==> src/rtl/cmpcap_pkg.sv <==
package cmpcap_pkg;

  localparam int MODE_W  = 4;
  localparam int PRESC_W = 3;

  // Pin action on compare match, encoded as mode bits 1:0
  typedef enum logic [1:0] {
    ACT_HOLD = 2'b00,
    ACT_CLR  = 2'b01,
    ACT_SET  = 2'b10,
    ACT_TGL  = 2'b11
  } matchAct_e;

  typedef enum logic [1:0] {
    EDGE_RISE = 2'b00,
    EDGE_FALL = 2'b01,
    EDGE_BOTH = 2'b10
  } edgeSel_e;

  // Decoded view of the current mode code
  typedef struct packed {
    logic      cmpMode;
    logic      drvOut;
    matchAct_e act;
    logic      pinCap;
    logic      nbrCap;
    edgeSel_e  edgeSel;
  } modeDec_t;

  // Strobes from control to datapath
  typedef struct packed {
    logic      loadInit;
    logic      initLvl;
    logic      matchHit;
    matchAct_e act;
    logic      capture;
    logic      clrFlag;
  } ctrlStb_t;

  function automatic modeDec_t decodeMode(logic [MODE_W-1:0] m);
    modeDec_t d;
    d.cmpMode = ~m[3];
    d.drvOut  = ~m[3] && (m[1:0] != 2'b00);
    d.act     = m[3] ? ACT_HOLD : matchAct_e'(m[1:0]);
    d.pinCap  = m[3] & ~m[2];
    d.nbrCap  = m[3] & m[2];
    if (m[1])      d.edgeSel = EDGE_BOTH;
    else if (m[0]) d.edgeSel = EDGE_FALL;
    else           d.edgeSel = EDGE_RISE;
    return d;
  endfunction

endpackage

==> src/rtl/cmpcap_ctrl.sv <==
module cmpcap_ctrl
  import cmpcap_pkg::*;
#(
  parameter int CNT_W       = 16,
  parameter int SYNC_STAGES = 2
) (
  input  logic               clk,
  input  logic               rstN,
  input  logic               modeWrEn,
  input  logic [MODE_W-1:0]  modeWrData,
  input  logic [CNT_W-1:0]   cntVal,
  input  logic [CNT_W-1:0]   grVal,
  input  logic               pinIn,
  input  logic               nbrCount,
  input  logic [PRESC_W-1:0] nbrPrescSel,
  input  logic               flagWr,
  input  logic               flagWrData,
  output logic [MODE_W-1:0]  modeQ,
  output logic               pinOe,
  output ctrlStb_t           stb
);

  // Synchronizer stages plus one previous-sample stage
  localparam int HIST_W = SYNC_STAGES + 1;

  logic [HIST_W-1:0] syncQ;
  modeDec_t          curDec;
  logic              pinCur, pinPrev, riseSeen, fallSeen;
  logic              pinHit, nbrHit, wrIsOutput;

  always_ff @(posedge clk) begin
    if (!rstN) modeQ <= '0;
    else if (modeWrEn) modeQ <= modeWrData;
  end

  always_ff @(posedge clk) begin
    if (!rstN) syncQ <= '0;
    else       syncQ <= {syncQ[HIST_W-2:0], pinIn};
  end

  assign curDec   = decodeMode(modeQ);
  assign pinCur   = syncQ[SYNC_STAGES-1];
  assign pinPrev  = syncQ[SYNC_STAGES];
  assign riseSeen = pinCur & ~pinPrev;
  assign fallSeen = ~pinCur & pinPrev;

  always_comb begin
    unique case (curDec.edgeSel)
      EDGE_RISE: pinHit = riseSeen;
      EDGE_FALL: pinHit = fallSeen;
      default:   pinHit = riseSeen | fallSeen;
    endcase
    pinHit = pinHit & curDec.pinCap;
  end

  assign nbrHit     = curDec.nbrCap && nbrCount && (nbrPrescSel != '0);
  assign wrIsOutput = modeWrEn && !modeWrData[3] && (modeWrData[1:0] != 2'b00);

  always_comb begin
    stb.loadInit = wrIsOutput;
    stb.initLvl  = modeWrData[2];
    stb.matchHit = curDec.cmpMode && (cntVal == grVal);
    stb.act      = curDec.act;
    stb.capture  = pinHit | nbrHit;
    stb.clrFlag  = flagWr & flagWrData;
  end

  assign pinOe = curDec.drvOut;

  assert_mode_write_R2: assert property (@(posedge clk) disable iff (!rstN)
    modeWrEn |=> modeQ == $past(modeWrData));

  assert_oe_off_disabled_R4: assert property (@(posedge clk) disable iff (!rstN)
    (modeQ[1:0] == 2'b00) |-> !pinOe);

  assert_presc_block_R7: assert property (@(posedge clk) disable iff (!rstN)
    (modeQ[3:2] == 2'b11 && nbrPrescSel == '0) |-> !stb.capture);

  assert_no_cmp_in_capture_R10: assert property (@(posedge clk) disable iff (!rstN)
    modeQ[3] |-> (!stb.matchHit && !pinOe));

endmodule

==> src/rtl/cmpcap_dp.sv <==
module cmpcap_dp
  import cmpcap_pkg::*;
#(
  parameter int CNT_W = 16
) (
  input  logic             clk,
  input  logic             rstN,
  input  ctrlStb_t         stb,
  input  logic [CNT_W-1:0] cntVal,
  input  logic             regWrEn,
  input  logic [CNT_W-1:0] regWrData,
  output logic [CNT_W-1:0] grQ,
  output logic             pinLvl,
  output logic             flagQ
);

  logic setFlag;
  logic pinNext;

  assign setFlag = stb.matchHit | stb.capture;

  // Capture has priority over a software write in the same cycle
  always_ff @(posedge clk) begin
    if (!rstN)            grQ <= '0;
    else if (stb.capture) grQ <= cntVal;
    else if (regWrEn)     grQ <= regWrData;
  end

  always_comb begin
    pinNext = pinLvl;
    if (stb.loadInit) begin
      pinNext = stb.initLvl;
    end else if (stb.matchHit) begin
      unique case (stb.act)
        ACT_CLR:  pinNext = 1'b0;
        ACT_SET:  pinNext = 1'b1;
        ACT_TGL:  pinNext = ~pinLvl;
        default:  pinNext = pinLvl;
      endcase
    end
  end

  always_ff @(posedge clk) begin
    if (!rstN) pinLvl <= 1'b0;
    else       pinLvl <= pinNext;
  end

  // Setting the flag wins over a clear in the same cycle
  always_ff @(posedge clk) begin
    if (!rstN)            flagQ <= 1'b0;
    else if (setFlag)     flagQ <= 1'b1;
    else if (stb.clrFlag) flagQ <= 1'b0;
  end

  assert_init_load_R2: assert property (@(posedge clk) disable iff (!rstN)
    stb.loadInit |=> pinLvl == $past(stb.initLvl));

  assert_toggle_R3: assert property (@(posedge clk) disable iff (!rstN)
    (stb.matchHit && !stb.loadInit && stb.act == ACT_TGL) |=> pinLvl != $past(pinLvl));

  assert_pin_hold_R4: assert property (@(posedge clk) disable iff (!rstN)
    (!stb.loadInit && !(stb.matchHit && stb.act != ACT_HOLD)) |=> $stable(pinLvl));

  assert_capture_value_R5: assert property (@(posedge clk) disable iff (!rstN)
    stb.capture |=> (grQ == $past(cntVal)) && flagQ);

  assert_flag_clear_R8: assert property (@(posedge clk) disable iff (!rstN)
    (stb.clrFlag && !stb.matchHit && !stb.capture) |=> !flagQ);

  assert_flag_set_wins_R8: assert property (@(posedge clk) disable iff (!rstN)
    (stb.matchHit || stb.capture) |=> flagQ);

  assert_reg_write_R9: assert property (@(posedge clk) disable iff (!rstN)
    (regWrEn && !stb.capture) |=> grQ == $past(regWrData));

endmodule

==> src/rtl/cmpcap_pin_ctrl.sv <==
module cmpcap_pin_ctrl
  import cmpcap_pkg::*;
#(
  parameter int CNT_W       = 16,
  parameter int SYNC_STAGES = 2
) (
  input  logic               clk,
  input  logic               rstN,
  input  logic [CNT_W-1:0]   cntVal,
  input  logic               modeWrEn,
  input  logic [MODE_W-1:0]  modeWrData,
  output logic [MODE_W-1:0]  modeRd,
  input  logic               regWrEn,
  input  logic [CNT_W-1:0]   regWrData,
  output logic [CNT_W-1:0]   regRd,
  input  logic               flagWr,
  input  logic               flagWrData,
  input  logic               pinIn,
  input  logic               nbrCount,
  input  logic [PRESC_W-1:0] nbrPrescSel,
  output logic               pinOut,
  output logic               pinOe,
  output logic               flag
);

  ctrlStb_t stb;

  cmpcap_ctrl #(.CNT_W(CNT_W), .SYNC_STAGES(SYNC_STAGES)) ctrlInst (
    .clk         (clk),
    .rstN        (rstN),
    .modeWrEn    (modeWrEn),
    .modeWrData  (modeWrData),
    .cntVal      (cntVal),
    .grVal       (regRd),
    .pinIn       (pinIn),
    .nbrCount    (nbrCount),
    .nbrPrescSel (nbrPrescSel),
    .flagWr      (flagWr),
    .flagWrData  (flagWrData),
    .modeQ       (modeRd),
    .pinOe       (pinOe),
    .stb         (stb)
  );

  cmpcap_dp #(.CNT_W(CNT_W)) dpInst (
    .clk       (clk),
    .rstN      (rstN),
    .stb       (stb),
    .cntVal    (cntVal),
    .regWrEn   (regWrEn),
    .regWrData (regWrData),
    .grQ       (regRd),
    .pinLvl    (pinOut),
    .flagQ     (flag)
  );

endmodule

==> config.mk <==
export PLATFORM = sky130hd
export DESIGN_NAME = cmpcap_pin_ctrl
export DESIGN_NICKNAME = d
export VERILOG_FILES = /design/src/rtl/cmpcap_pkg.sv /design/src/rtl/cmpcap_ctrl.sv /design/src/rtl/cmpcap_dp.sv /design/src/rtl/cmpcap_pin_ctrl.sv
export SDC_FILE = /design/constraint.sdc
export NUM_CORES = 1
export LEC_CHECK = 0
export ABC_AREA = 1
export BUFFER_PORTS_ARGS = -buffer_cell sky130_fd_sc_hd__buf_2
export CORE_ASPECT_RATIO = 1.4
export CORE_MARGIN = 2
export CORE_UTILIZATION = 50
export CTS_CLUSTER_SIZE = 16
export DETAILED_ROUTE_END_ITERATION = 10
export GPL_TIMING_DRIVEN = 0
export HOLD_SLACK_MARGIN = 0.12
export PLACE_DENSITY = 0.84
export SYNTH_ARGS = -nofsm -noshare
export SYNTH_HDL_FRONTEND = slang
export SYNTH_SLANG_ARGS = --single-unit
==> constraint.sdc <==
create_clock -name clk -period 2.4 [get_ports clk]
set_clock_uncertainty 0.15 [all_clocks]
set_input_delay 0.24 -clock clk [delete_from_list [all_inputs] [get_ports clk]]
set_output_delay 0.24 -clock clk [all_outputs]
set_load 0.005 [all_outputs]
Yosys cells after proc, flatten, opt, wreduce, memory -nomap -nowiden

Index checks and enable logic that the tools add are counted.

Logic and storage cells: 51
Bits in registers: 25
Output and inout port bits: 23
Bits of input ports: 47

Reductions and logical operators: 16
Bitwise operators: 14
Muxes and demuxes: 11
Equal/unequal tests: 5

Operators with widths:

| operator                                             | count |
|---|---|
| 2-to-1 mux 16 bit                                    | 2 |
| equality test 16 bit                                 | 1 |
| nonzero test 2 bit                                   | 5 |
| bitwise AND 1 bit                                    | 6 |
| logical AND 1 bit                                    | 6 |
| 2-to-1 mux 1 bit                                     | 5 |
| inverter 1 bit                                       | 5 |
| equality test 2 x 1 -> 1 bit (second input constant) | 2 |
| equality test 2 bit (second input constant)          | 2 |
| 2-to-1 mux 2 bit                                     | 2 |
| nonzero test 4 bit                                   | 1 |
| OR 1 bit                                             | 3 |
| one-hot mux 1 bit (3 select lines)                   | 1 |
| nonzero test 3 bit                                   | 1 |
| zero test 2 bit                                      | 1 |
| one-hot mux 1 bit (2 select lines)                   | 1 |
| AND reduction 2 bit                                  | 1 |
| zero test 1 bit                                      | 1 |

Depth between registers and ports, before layout

Depth after elaboration: 8
Gate-level depth with buffers: 10
Depth with buffers taken out: 10

By module

A second synthesis with hierarchy kept.

Cell total of the unflattened synthesis: 258
Area, all modules: 1,539.0 µm²

Modules (own cells, without submodules):

| module      | area each (µm²) | times used | seq. area each (µm²) | cells each |
|---|---|---|---|---|
| cmpcap_dp   | 907.1           | 1          | 360.3                | 139 |
| cmpcap_ctrl | 631.9           | 1          | 140.1                | 119 |

Least setup slack after synthesis

Ideal clock, no wire load.

Kind: register -> register
Start point: register ctrlInst.syncQ[1]
End point: register dpInst.grQ[11]
Arrival: 1,215 ps
Cell stages (with the launch flop): 10
Buffers on the path: 1
Required time: 2,103 ps
Setup slack: 889 ps
Clock period less this slack: 1,511 ps
Cell sequence: dfxtp_1 -> inv_1 -> ha_1 -> nand2_1 -> nand3_2 -> nand2_4 -> inv_6 -> buf_6 -> nor2_1 -> a211oi_2

Cells in the longest elaborated chain, start to end: 7
Elaborated cells between the ends (all ways): 9
Classes of those cells: mux (2); bitwise (6); reduce/logical (1)

Ends and longest elaborated chain:

| item                                                           | line              | RTL |
|---|---|---|
| start: declaration                                             | cmpcap_ctrl.sv:26 | `logic [HIST_W-1:0] syncQ;` |
| start signal: assignment                                       | cmpcap_ctrl.sv:38 | `else syncQ <= {syncQ[HIST_W-2:0], pinIn};` |
| inverter 1 bit                                                 | cmpcap_ctrl.sv:45 | `assign fallSeen = ~pinCur & pinPrev;` |
| bitwise AND 1 bit                                              | cmpcap_ctrl.sv:45 |  |
| OR 1 bit                                                       | cmpcap_ctrl.sv:51 | `default: pinHit = riseSeen \| fallSeen;` |
| one-hot mux 1 bit (2 select lines) (*)                         | cmpcap_ctrl.sv:48 | `unique case (curDec.edgeSel)` |
| bitwise AND 1 bit (*)                                          | cmpcap_ctrl.sv:53 | `pinHit = pinHit & curDec.pinCap;` |
| OR 1 bit (*)                                                   | cmpcap_ctrl.sv:64 | `stb.capture = pinHit \| nbrHit;` |
| 2-to-1 mux 16 bit / nonzero test 2 bit (equally long branches) | n/a               |  |
| end signal: assignment                                         | cmpcap_dp.sv:25   | `else if (stb.capture) grQ <= cntVal;` |
| end signal: assignment                                         | cmpcap_dp.sv:26   | `else if (regWrEn) grQ <= regWrData;` |
| end: declaration                                               | cmpcap_dp.sv:12   | `output logic [CNT_W-1:0] grQ,` |

Mark *: on every way between the ends. The rest lies on a longest branch, timed or not.
A chain may end at the register's enable or synchronous reset.

Final worst setup path

Start point: register ctrlInst.syncQ[1]
End point: register dpInst.grQ[8]

The elaborated chain is that of the path after synthesis.

==> flow_summary_export.csv <==
group,metric,value,unit
run_status,run_status,"finished, final reports clean",
power,p_total,0.0009834,W
timing,rsz0062_at_grt,"no",
place,place_ws,0.7507,ns
setup_path,cp_slowest_cell,"dlygate4sd3_1",
timing,fin_crit_sh,92.15,%
setup_path,cp_cell_sequence,"inv_1 > ha_1 > nand3_1 > nand3_1 > nand3_2 > nand2_4 > inv_6 > buf_8 > nand3_1 > a31oi_1 > dlygate4sd3_1",
final_layout,fin_nets,364,
final_layout,fin_util,72.84,%
global_route,grt_max_degree,14,
timing,worst_pin_slew,0.7026,ns
power,ir_worst_vdd,0.3981,mV
logic_synthesis,ys_ff_latch,25,
floorplan,rows,23,
floorplan,die_h,69.99,µm
clock_network,clk_pin_slew_worst_paths,0.09,ns
global_route,antenna_found_initial,0,
floorplan,pin_count,70,
timing,slew_headroom,53.16,%
setup_path,worstPathArrival,2.27,ns
timing,slew_violations,0,
setup_path,crit_type,"register to register",
global_route,grt_pass1_wl,7058,µm
final_layout,num-fill-cells,250,
logic_synthesis,synth_nets,278,
clock_network,post_cts_buffers,0,
power,power_density,464.5,nW/µm²
logic_synthesis,synth_warnings,0,
clock_network,cts_max_level,1,
timing,fmax,0.4522,GHz
detailed_routing,wl,4297,µm
setup_path,cp_data_required_time,2.46,ns
timing,finalSetupViolCount,0,
logic_synthesis,syn_inst,227,
place,globalplace.congestion,0.7729,
detailed_routing,wl_per_cell,12.31,µm
clock_network,cts_resized,0,
place,port_buffers,68,
floorplan,coreArea,2907,µm²
final_layout,antennaDiodeCount,0,
detailed_routing,first_pass_iters,4,
clock_network,cts_buffer_depth,2,
clock_network,clock-sinks,25,
clock_network,clockRootBuffer,"clkbuf_8",
run,cap_violations,0,
detailed_routing,drt_iter0_drc,37,
setup_path,slowest_delay,0.58,ns
floorplan,die_w,51.14,µm
timing,final-hold-violation-count,0,
place,hpwlAfterDp,3149,µm
min_path,hold_path.class,"input pin to register",
timing,fin_ws,0.1885,ns
setup_path,crit_fanout,10,
final_layout,final_cells,349,
setup_path,crit_family,"buffers and inverters",
final_layout,area_growth,36.12,%
setup_path,critPathCaptureType,"register",
setup_path,worstSetupStartpointType,"register",
logic_synthesis,synth_area_leaders,"dfxtp_1, nand2_1, nor2_1",
power,total_leakage_power,1.095,nW
global_route,grtUsageTotal,25.18,%
detailed_routing,vias_per_cell,5.069,
timing,period_minus_slack,2.212,ns
logic_synthesis,synth.distinct_cells,25,
logic_synthesis,syn_area,1555,µm²
global_route,grt_overflow,0,
final_layout,drive_gt1_share,30.13,%
logic_synthesis,ys_seq_area_share,32.18,%
detailed_routing,dr_total_vias,1769,
floorplan,initial_utilization,53.51,%
clock_network,numCtsBuffers,3,
clock_network,insertion_delay,0.27,ns
setup_path,critPathBufInv,4,
logic_synthesis,yosysTopAreaCell,"dfxtp_1",
clock_network,cts_tree,"yes",
setup_path,cpMostUsedCell,"nand3_1",
detailed_routing,ant_nets,0,
logic_synthesis,syn_area_per_cell,6.851,µm²
global_route,grt_pass1_vias,1691,
floorplan,die-area,3579,µm²
detailed_routing,route.detailed.drc,0,
place,placedCellCount,332,
logic_synthesis,synth_top_cell_area_share,32.18,%
setup_path,r2r_slack,0.19,ns
timing,setup_tns,0,ns
synth_stat cells:
library cell  count
nand3_1          15
nand3b_1          1
inv_2             1
o21ai_0           5
o21bai_1          1
or2_2             1
a211oi_1          3
and3_1            1
ha_1              4
o31ai_2           1
buf_2             2
nand3_2           1
nand2_4           1
buf_6             2
nor2_1           42
nand2_1          44
inv_1            35
a21oi_1          17
a211oi_2         12
dfxtp_1          25
xnor2_1           4
a31oi_1           4
inv_6             1
buf_8             1
clkbuf_1          3
state kept, by name, summed over array words and instances, names as in the netlist:
register        count
ctrlInst.syncQ      3
dpInst.flagQ        1
dpInst.pinLvl       1
ctrlInst.modeQ      4
dpInst.grQ         16
repair_timing:
action                                 4_1_cts  5_1_grt
setup endpoints to repair                    0        0
hold buffers                                13        0
endpoints found under the hold margin        9        0
cell type report:
type | count | area, µm² | share of cell area, %
sequential | 25 | 500.5 | 23.64
clock buffer | 4 | 45.04 | 2.128
multi-input combinational | 157 | 852.1 | 40.25
inverter | 37 | 143.9 | 6.797
timing repair buffer | 81 | 470.5 | 22.22
buffer | 8 | 58.81 | 2.778
tap | 37 | 46.29 | 2.187
report_power, final:
group / internal [W] / total [W] / switching [W]
clock network: 0.000119 / 0.000253 / 0.000135
logic: 0.000128 / 0.000264 / 0.000136
registers: 0.000444 / 0.000466 / 0.0000217
stage by stage:
step	cell area [µm²]	hold slack, ns
finish	2117	0.1216
global route	2117	0.1232
CTS	2117	0.1234
detailed placement	1942	0.2651
global placement	1942	0.2502
floorplan	1555	0.1835
logic make-up (layout without fill, tap and decap cells):
logic type / count (synthesis) / count (layout) / synth area share (%)
flops: 25 / 25 / 32.18
fa+ha+maj: 4 / 4 / 3.218
compound gates: 43 / 43 / 21.08
buf+inv: 45 / 130 / 13.03
simple gates: 106 / 106 / 28.24
xor+xnor: 4 / 4 / 2.252
per-layer routing:
layer,track usage (%),wire length (µm),vias up
met5,0,0,-
li1,-,-,898
met3,5.342,274,4
met2,47.04,2244,74
met1,27.37,1727,793
met4,7.207,51,0
worst reg2reg max path: cells and delay by family (launching register included):
| kind | cells | cell delay [ns] |
|---|---|---|
| AO/OA/AOI/OAI | 1 | 0.17 |
| adder cells (fa/ha/maj) | 1 | 0.19 |
| flip-flops | 1 | 0.37 |
| AND/OR/NAND/NOR | 5 | 0.42 |
| buffers and inverters | 4 | 0.86 |
worst paths after layout:
path                                                   start                            to  depth (start not counted)
worst max-delay path            ctrlInst.syncQ[1]$_SDFF_PN0_    dpInst.grQ[8]$_SDFFE_PN0P_                         11
worst min-delay path                            regWrData[4]    dpInst.grQ[4]$_SDFFE_PN0P_                          3
worst max register to register  ctrlInst.syncQ[1]$_SDFF_PN0_    dpInst.grQ[8]$_SDFFE_PN0P_                         11
worst min register to register  ctrlInst.syncQ[1]$_SDFF_PN0_  ctrlInst.syncQ[2]$_SDFF_PN0_                          2
cell usage in the layout (no fill, tap or decap):
| cell | synthesis | layout |
|---|---|---|
| ha_1 | 4 | 4 |
| dlygate4sd3_1 | 0 | 13 |
| clkbuf_8 | 0 | 3 |
| inv_1 | 35 | 35 |
| buf_2 | 2 | 70 |
| a211oi_2 | 12 | 12 |
| nand2_1 | 44 | 44 |
| inv_6 | 1 | 1 |
| nor2_1 | 42 | 42 |
| buf_6 | 2 | 2 |
| inv_2 | 1 | 1 |
| o31ai_2 | 1 | 1 |
| clkbuf_1 | 3 | 4 |
| nand2_4 | 1 | 1 |
| o21bai_1 | 1 | 1 |
| a21oi_1 | 17 | 17 |
| nand3_1 | 15 | 15 |
| nand3_2 | 1 | 1 |
| or2_2 | 1 | 1 |
| and3_1 | 1 | 1 |
| a31oi_1 | 4 | 4 |
| o21ai_0 | 5 | 5 |
| xnor2_1 | 4 | 4 |
| buf_8 | 1 | 1 |
| dfxtp_1 | 25 | 25 |
| nand3b_1 | 1 | 1 |
| a211oi_1 | 3 | 3 |
No activity file was read; power rests on OpenSTA's default activity.
